File: src/rtl/irq_div_pkg.sv
package irq_div_pkg;
  localparam int unsigned DIV_FAST_DEF = 8;
  localparam int unsigned DIV_SLOW_DEF = 6;

  function automatic int unsigned div_max(int unsigned a, int unsigned b);
    return (a > b) ? a : b;
  endfunction
endpackage

File: src/rtl/irq_div_ratio_sel.sv
module irq_div_ratio_sel #(
  parameter int unsigned DIV_FAST = 8,
  parameter int unsigned DIV_SLOW = 6,
  parameter int unsigned CNT_W    = 4
) (
  input  logic             clk_i,
  input  logic             rst_ni,
  input  logic             fast_mode_i,
  input  logic             period_start_i,
  output logic [CNT_W-1:0] ratio_o
);
  localparam logic [CNT_W-1:0] RatioFast = CNT_W'(DIV_FAST);
  localparam logic [CNT_W-1:0] RatioSlow = CNT_W'(DIV_SLOW);

  logic [CNT_W-1:0] ratio_q, ratio_req;

  assign ratio_req = fast_mode_i ? RatioFast : RatioSlow;

  always_ff @(posedge clk_i or negedge rst_ni) begin
    if (!rst_ni)             ratio_q <= RatioFast;
    else if (period_start_i) ratio_q <= ratio_req;
  end

  // new request is honoured only in the first cycle of a period
  assign ratio_o = period_start_i ? ratio_req : ratio_q;
endmodule

File: src/rtl/irq_div_counter.sv
module irq_div_counter #(
  parameter int unsigned CNT_W = 4
) (
  input  logic             clk_i,
  input  logic             rst_ni,
  input  logic [CNT_W-1:0] ratio_i,
  output logic             period_start_o,
  output logic             high_phase_o
);
  logic [CNT_W-1:0] cnt_q, cnt_d;
  logic [CNT_W-1:0] half;

  assign half           = ratio_i >> 1;
  assign period_start_o = (cnt_q == '0);
  assign high_phase_o   = (cnt_q < half);
  assign cnt_d          = (cnt_q == ratio_i - CNT_W'(1)) ? '0 : cnt_q + CNT_W'(1);

  always_ff @(posedge clk_i or negedge rst_ni) begin
    if (!rst_ni) cnt_q <= '0;
    else         cnt_q <= cnt_d;
  end
endmodule

File: src/rtl/irq_div_out_reg.sv
module irq_div_out_reg (
  input  logic clk_i,
  input  logic rst_ni,
  input  logic d_i,
  output logic q_o
);
  always_ff @(posedge clk_i or negedge rst_ni) begin
    if (!rst_ni) q_o <= 1'b0;
    else         q_o <= d_i;
  end
endmodule

File: src/rtl/irq_clk_divider.sv
module irq_clk_divider #(
  parameter int unsigned DIV_FAST = irq_div_pkg::DIV_FAST_DEF,
  parameter int unsigned DIV_SLOW = irq_div_pkg::DIV_SLOW_DEF
) (
  input  logic clk_i,
  input  logic rst_ni,
  input  logic fast_mode_i,
  output logic clk_o
);
  localparam int unsigned DIV_MAX = irq_div_pkg::div_max(DIV_FAST, DIV_SLOW);
  localparam int unsigned CNT_W   = $clog2(DIV_MAX + 1);

  logic [CNT_W-1:0] ratio;
  logic             period_start;
  logic             high_phase;

  irq_div_ratio_sel #(
    .DIV_FAST(DIV_FAST),
    .DIV_SLOW(DIV_SLOW),
    .CNT_W   (CNT_W)
  ) u_ratio (
    .clk_i         (clk_i),
    .rst_ni        (rst_ni),
    .fast_mode_i   (fast_mode_i),
    .period_start_i(period_start),
    .ratio_o       (ratio)
  );

  irq_div_counter #(
    .CNT_W(CNT_W)
  ) u_cnt (
    .clk_i         (clk_i),
    .rst_ni        (rst_ni),
    .ratio_i       (ratio),
    .period_start_o(period_start),
    .high_phase_o  (high_phase)
  );

  irq_div_out_reg u_out (
    .clk_i (clk_i),
    .rst_ni(rst_ni),
    .d_i   (high_phase),
    .q_o   (clk_o)
  );
endmodule

File: config.mk
export PLATFORM = sky130hd
export DESIGN_NAME = irq_clk_divider
export DESIGN_NICKNAME = d
export VERILOG_FILES = /design/src/rtl/irq_div_pkg.sv /design/src/rtl/irq_div_ratio_sel.sv /design/src/rtl/irq_div_counter.sv /design/src/rtl/irq_div_out_reg.sv /design/src/rtl/irq_clk_divider.sv
export SDC_FILE = /design/constraint.sdc
export NUM_CORES = 1
export LEC_CHECK = 0
export BUFFER_PORTS_ARGS = -buffer_cell sky130_fd_sc_hd__buf_2
export CAP_MARGIN = 20
export CELL_PAD_IN_SITES_DETAIL_PLACEMENT = 1
export CELL_PAD_IN_SITES_GLOBAL_PLACEMENT = 2
export CORE_MARGIN = 1.5
export CORE_UTILIZATION = 33
export DETAILED_ROUTE_END_ITERATION = 8
export GPL_ROUTABILITY_DRIVEN = 0
export PLACE_DENSITY_LB_ADDON = 0.1
export SYNTH_ARGS = -nofsm -noshare
export SYNTH_HDL_FRONTEND = slang
export SYNTH_SLANG_ARGS = --single-unit
File: constraint.sdc
create_clock -name clk_i -period 1.8 [get_ports clk_i]
set_input_delay 0.54 -clock clk_i [delete_from_list [all_inputs] [get_ports clk_i]]
set_output_delay 0.54 -clock clk_i [all_outputs]
set_load 0.03 [all_outputs]
==> Word-level counts from Yosys, hierarchy flattened <==
Cells that the tools add are included.
{ "op_classes": {"n_reduce_logical": 1, "eq_ne": 1, "n_mux": 3, "addsub": 2, "n_lt_le_gt_ge": 1} }
{ "ops": {"columns": ["op", "count"], "rows": [
  ["$mux W4", 3],
  ["$add A4 B1 Y4 const B", 1],
  ["$eq A4 B4 Y1", 1],
  ["$logic_not A4 Y1", 1],
  ["$lt A4 B3 Y1", 1],
  ["$sub A4 B1 Y4 const B", 1]
]} }
{ "word_totals": {"reg_bits": 9, "out_inout_bits": 1, "input_bits": 3, "elab_cells": 11} }

==> Depth between registers and ports, before layout <==
{ "logic_depth": {"word_depth": 5, "depth_mapped": 9, "ltp_nobuf": 9} }

==> Cells and area by module <==
A second synthesis with hierarchy kept.
{ "hier_totals": {"hier_cells": 44, "area_unflattened_um2": 515.5} }
{ "modules_own_cells": {"columns": ["mod", "area_each_um2", "instances", "cells_per_inst", "seq_area_each_um2"], "rows": [
  ["irq_div_counter", 342.8, 1, 33, 100.1],
  ["irq_div_ratio_sel", 147.6, 1, 10, 101.3],
  ["irq_div_out_reg", 25.0, 1, 1, 25.0]
]} }

==> Least setup slack after synthesis <==
No wires, ideal clock.
{ "synth_timing": {"path_kind": "reg2reg", "from": "register u_cnt.cnt_q[0]", "to": "register u_out.q_o", "arrival_time_ps": 1773, "period_less_slack_ps": 1860, "stages_incl_launch_ff": 9, "setup_ps": 87, "required_time_ps": 1713, "slack_ps": -60, "path_buffers": 0, "path_cell_list": "dfrtp_1 inv_1 ha_1 nor3b_4 nand2_2 o21ai_1 ha_1 o21a_1 a211oi_2"} }
{ "synth_between": {"elab_chain_len": 3} }
{ "synth_lines": {"columns": ["element", "line_no", "rtl"], "rows": [
  ["from (decl)", "irq_div_counter.sv:10", "logic [CNT_W-1:0] cnt_q, cnt_d;"],
  ["from (signal assigned)", "irq_div_counter.sv:20", "else cnt_q <= cnt_d;"],
  ["$logic_not A4 Y1", "irq_div_counter.sv:14", "assign period_start_o = (cnt_q == '0);"],
  ["$mux W4", null, null],
  ["$lt A4 B3 Y1 *", "irq_div_counter.sv:15", "assign high_phase_o = (cnt_q < half);"],
  ["net high_phase", "irq_clk_divider.sv:15", "logic high_phase;"],
  ["to (signal assigned)", "irq_div_out_reg.sv:9", "else q_o <= d_i;"],
  ["to (decl)", "irq_div_out_reg.sv:5", "output logic q_o"]
]} }
The timed path passes the listed nets; every way through them passes the cells marked *.

==> Worst setup path after layout <==
{ "layout_timing": {"from": "register u_cnt.cnt_q[0]", "to": "register u_out.q_o"} }
{ "layout_between": {"elab_chain_len": 3} }
{ "layout_lines": {"columns": ["element", "line_no", "rtl"], "rows": [
  ["$logic_not A4 Y1", "irq_div_counter.sv:14", null],
  ["$mux W4", null, null],
  ["net ratio[3]", "irq_clk_divider.sv:13", "logic [CNT_W-1:0] ratio;"],
  ["$lt A4 B3 Y1", "irq_div_counter.sv:15", null],
  ["net high_phase", "irq_clk_divider.sv:15", null]
]} }
The timed path passes the listed nets, and every way through them passes these cells.

==> impl_metrics.json <==
{
  "synth_area_um2": 559,
  "crit_chain": "inv_1, ha_2, nor3b_4, nand2_2, o21ai_2, inv_1, ha_1, o21a_1, a211oi_2",
  "hold_ws_ns": 0.133,
  "syn2layout_area_growth_pct": 25.5,
  "die_h_um": 44.2,
  "postRouteAntennaNets": 0,
  "avgViaCountPerCell": 5.07,
  "antenna_found_initial": 0,
  "grt_pass1_vias": 435,
  "grt_setup_unrepaired": "yes",
  "crit_required_ns": 1.97,
  "finalSetupTns_ns": -0.0844,
  "yosysMostFrequentCell": "dfrtp_1",
  "maxCapViolCount": 0,
  "insertion_delay_ns": 0.25,
  "p_leak_nw": 0.340,
  "async_reset_ff_share_pct": 100,
  "htreeDepth": 1,
  "worst_hold_path_type": "in -> async",
  "placedCellCount": 78,
  "portBuffers": 3,
  "setup_ws_ns": -0.0844,
  "critPathCapture": "u_out.q_o",
  "pwr-share-clk_pct": 12.0,
  "wl_per_cell_um": 13.6,
  "yosysTopAreaCell": "dfrtp_1",
  "cp_slowest_stage_delay_ns": 0.38,
  "initial_core_util_pct": 36.3,
  "ff2ff_setup_slack_ns": -0.08,
  "die_w_um": 44.2,
  "violations": "negative setup slack",
  "finalHoldViolCount": 0,
  "drt_first_pass_iters": 3,
  "crit_top_cell": "inv_1",
  "synthFlopType": "dfrtp_1",
  "cts_tree": "done",
  "fin_crit_ns": 1.88,
  "grt_use_total_pct": 14.0,
  "critPathCaptureType": "register",
  "final_cell_area_um2": 702,
  "slew_headroom_pct": 75.8,
  "grt_overflow": 0,
  "avgSynthCellArea_um2": 10.8,
  "wirelength_um": 1160,
  "fmax_ghz": 0.531,
  "power_frac_seq_pct": 28.7,
  "cell_internal_pwr_mw": 0.776,
  "combPwrFrac_pct": 59.3,
  "critPathLaunch": "u_cnt.cnt_q[0]",
  "slowest_stage": "dfrtp_1",
  "synth_top_area_share_pct": 35.8,
  "drc": 0,
  "seq_area_frac_synth_pct": 40.5,
  "cts_buffer_depth": 2,
  "drt-initial-drc-count": 1,
  "finalNonFillerCells": 85,
  "drive_gt1_share_pct": 37.7,
  "rows": 14,
  "grt_first_pass_wirelength_um": 1920,
  "finalMaxSlewViolations": 0,
  "post-route-period-util_pct": 105,
  "worst-setup-path-type": "reg -> reg",
  "worst_slew_pin_slew_ns": 0.361,
  "coreArea_um2": 1540,
  "fillCellCount": 184,
  "die_area_um2": 1950,
  "worstPathArrival_ns": 2.05,
  "reg2regPathDepth": 9,
  "placed_area_um2": 643,
  "skew_ns": 0.000306,
  "grt_max_degree": 10,
  "r2r_end": "u_out.q_o",
  "yosysUniqueCellTypes": 25,
  "syn-instance-count": 52,
  "start_kind": "register",
  "clk_pin_slew_ns": 0.06,
  "clkSinkCount": 9,
  "dp_hpwl_um": 881,
  "root_buffer": "clkbuf_4",
  "worst-path-max-fanout": 4,
  "yosys-top-cells-area": "dfrtp_1, ha_1, xor2_1, dfstp_2, a21oi_1",
  "switchingPower_mw": 0.507,
  "cts_made_buffers": 3,
  "status": "complete, but fails checks",
  "fin_nets": 77,
  "synth_edf_count": 0,
  "switching_share_pct": 39.5,
  "final-setup-viol-count": 1,
  "num_io_pins": 4,
  "postSynthRegisterBits": 9,
  "r2r-start": "u_cnt.cnt_q[0]",
  "power_density_nw_per_um2": 1830,
  "yosys-top-cells-count": "dfrtp_1, inv_1, a21oi_1, ha_1, xor2_1",
  "synthesis.nets": 59,
  "num_antenna_cells": 0,
  "ys_warn_count": 0,
  "num_vias": 431,
  "ir_drop_uv": 643
}
[metrics by stage]
stage / utilization (%) / total power [mW] / setup WS [ns]
2_1_floorplan: - / 0.850 / -0.0600
3_3_place_gp: 41.7 / 1.04 / -0.0652
5_1_grt: 45.5 / 1.40 / -0.215
4_1_cts: 45.0 / 1.29 / -0.0946
3_5_place_dp: 41.7 / 1.08 / -0.159
6_report: 45.5 / 1.28 / -0.0844
[metal layers]
| metal | part of all wire (%) | track usage [%] | up-vias |
|---|---|---|---|
| met2 | 50 | 23.2 | 4 |
| met5 | 0 | 0 | - |
| met1 | 46 | 18.1 | 210 |
| met4 | 1.3 | 5.45 | 0 |
| li1 | - | - | 215 |
| met3 | 2.6 | 2.45 | 2 |
[worst min-delay path by stage]
stage | startpoint | to | slack, ns | depth (start not counted)
global route | rst_ni | u_out.q_o | 0.13 | 1
floorplan | rst_ni | u_cnt.cnt_q[0] | 0.24 | 0
global placement | rst_ni | u_out.q_o | 0.40 | 1
CTS | rst_ni | u_out.q_o | 0.13 | 1
finish | rst_ni | u_out.q_o | 0.13 | 1
detailed placement | rst_ni | u_out.q_o | 0.41 | 1
[registers in the layout, summed over array words and instances (netlist names)]
| signal | cells |
|---|---|
| u_cnt.cnt_q | 4 |
| u_out.q_o | 1 |
| u_ratio.ratio_q | 4 |
[worst max-delay path, delay by kind of cell (launching register included)]
kind / cells / cell delay, ns
compound gates: 3 / 0.39
fa+ha+maj: 2 / 0.45
buf+inv: 2 / 0.13
flops: 1 / 0.38
simple gates: 2 / 0.46
[cell type report]
cell class	instances	area [um2]	share of cell area, %
multi-input combinational	37	313	44.6
sequential	9	226	32.3
timing repair buffer	14	97.6	13.9
clock buffer	4	26.3	3.74
tap	16	20.0	2.85
inverter	5	18.8	2.67
[what timing repair did]
action                     in CTS  in global routing
hold buffers                    0                  0
resized for setup               3                  0
pin swaps                       2                  1
setup endpoints to repair       1                  1
setup buffers                   2                  1
[cells by family (layout without fill, tap and decap cells)]
group | count (synthesis) | count (layout) | synth area share [%]
flops | 9 | 9 | 40.5
xor+xnor | 6 | 6 | 9.40
fa+ha+maj | 4 | 4 | 8.95
compound gates | 14 | 14 | 18.6
mux | 2 | 2 | 3.58
buf+inv | 6 | 23 | 5.37
simple gates | 11 | 11 | 13.6
[power groups by stage]
stage	Clock (mW)	Sequential (mW)	Combinational [mW]
CTS	0.161	0.371	0.754
finish	0.154	0.368	0.761
detailed placement	0	0.373	0.706
floorplan	0	0.398	0.452
global placement	0	0.366	0.675
global route	0.172	0.385	0.839
[layout by cell type (no fill, tap or decap), drive strengths merged, types with 2 or more instances in the layout]
| master | netlist | routed |
|---|---|---|
| ha | 4 | 4 |
| a21oi | 4 | 4 |
| nor2 | 2 | 2 |
| o21ai | 3 | 3 |
| xor2 | 4 | 4 |
| inv | 5 | 5 |
| clkbuf | 0 | 4 |
| nor2b | 2 | 2 |
| nand3 | 2 | 2 |
| xnor2 | 2 | 2 |
| o21a | 2 | 2 |
| mux2i | 2 | 2 |
| dfrtp | 8 | 8 |
| buf | 1 | 14 |
No activity file was read; power rests on OpenSTA's default activity.
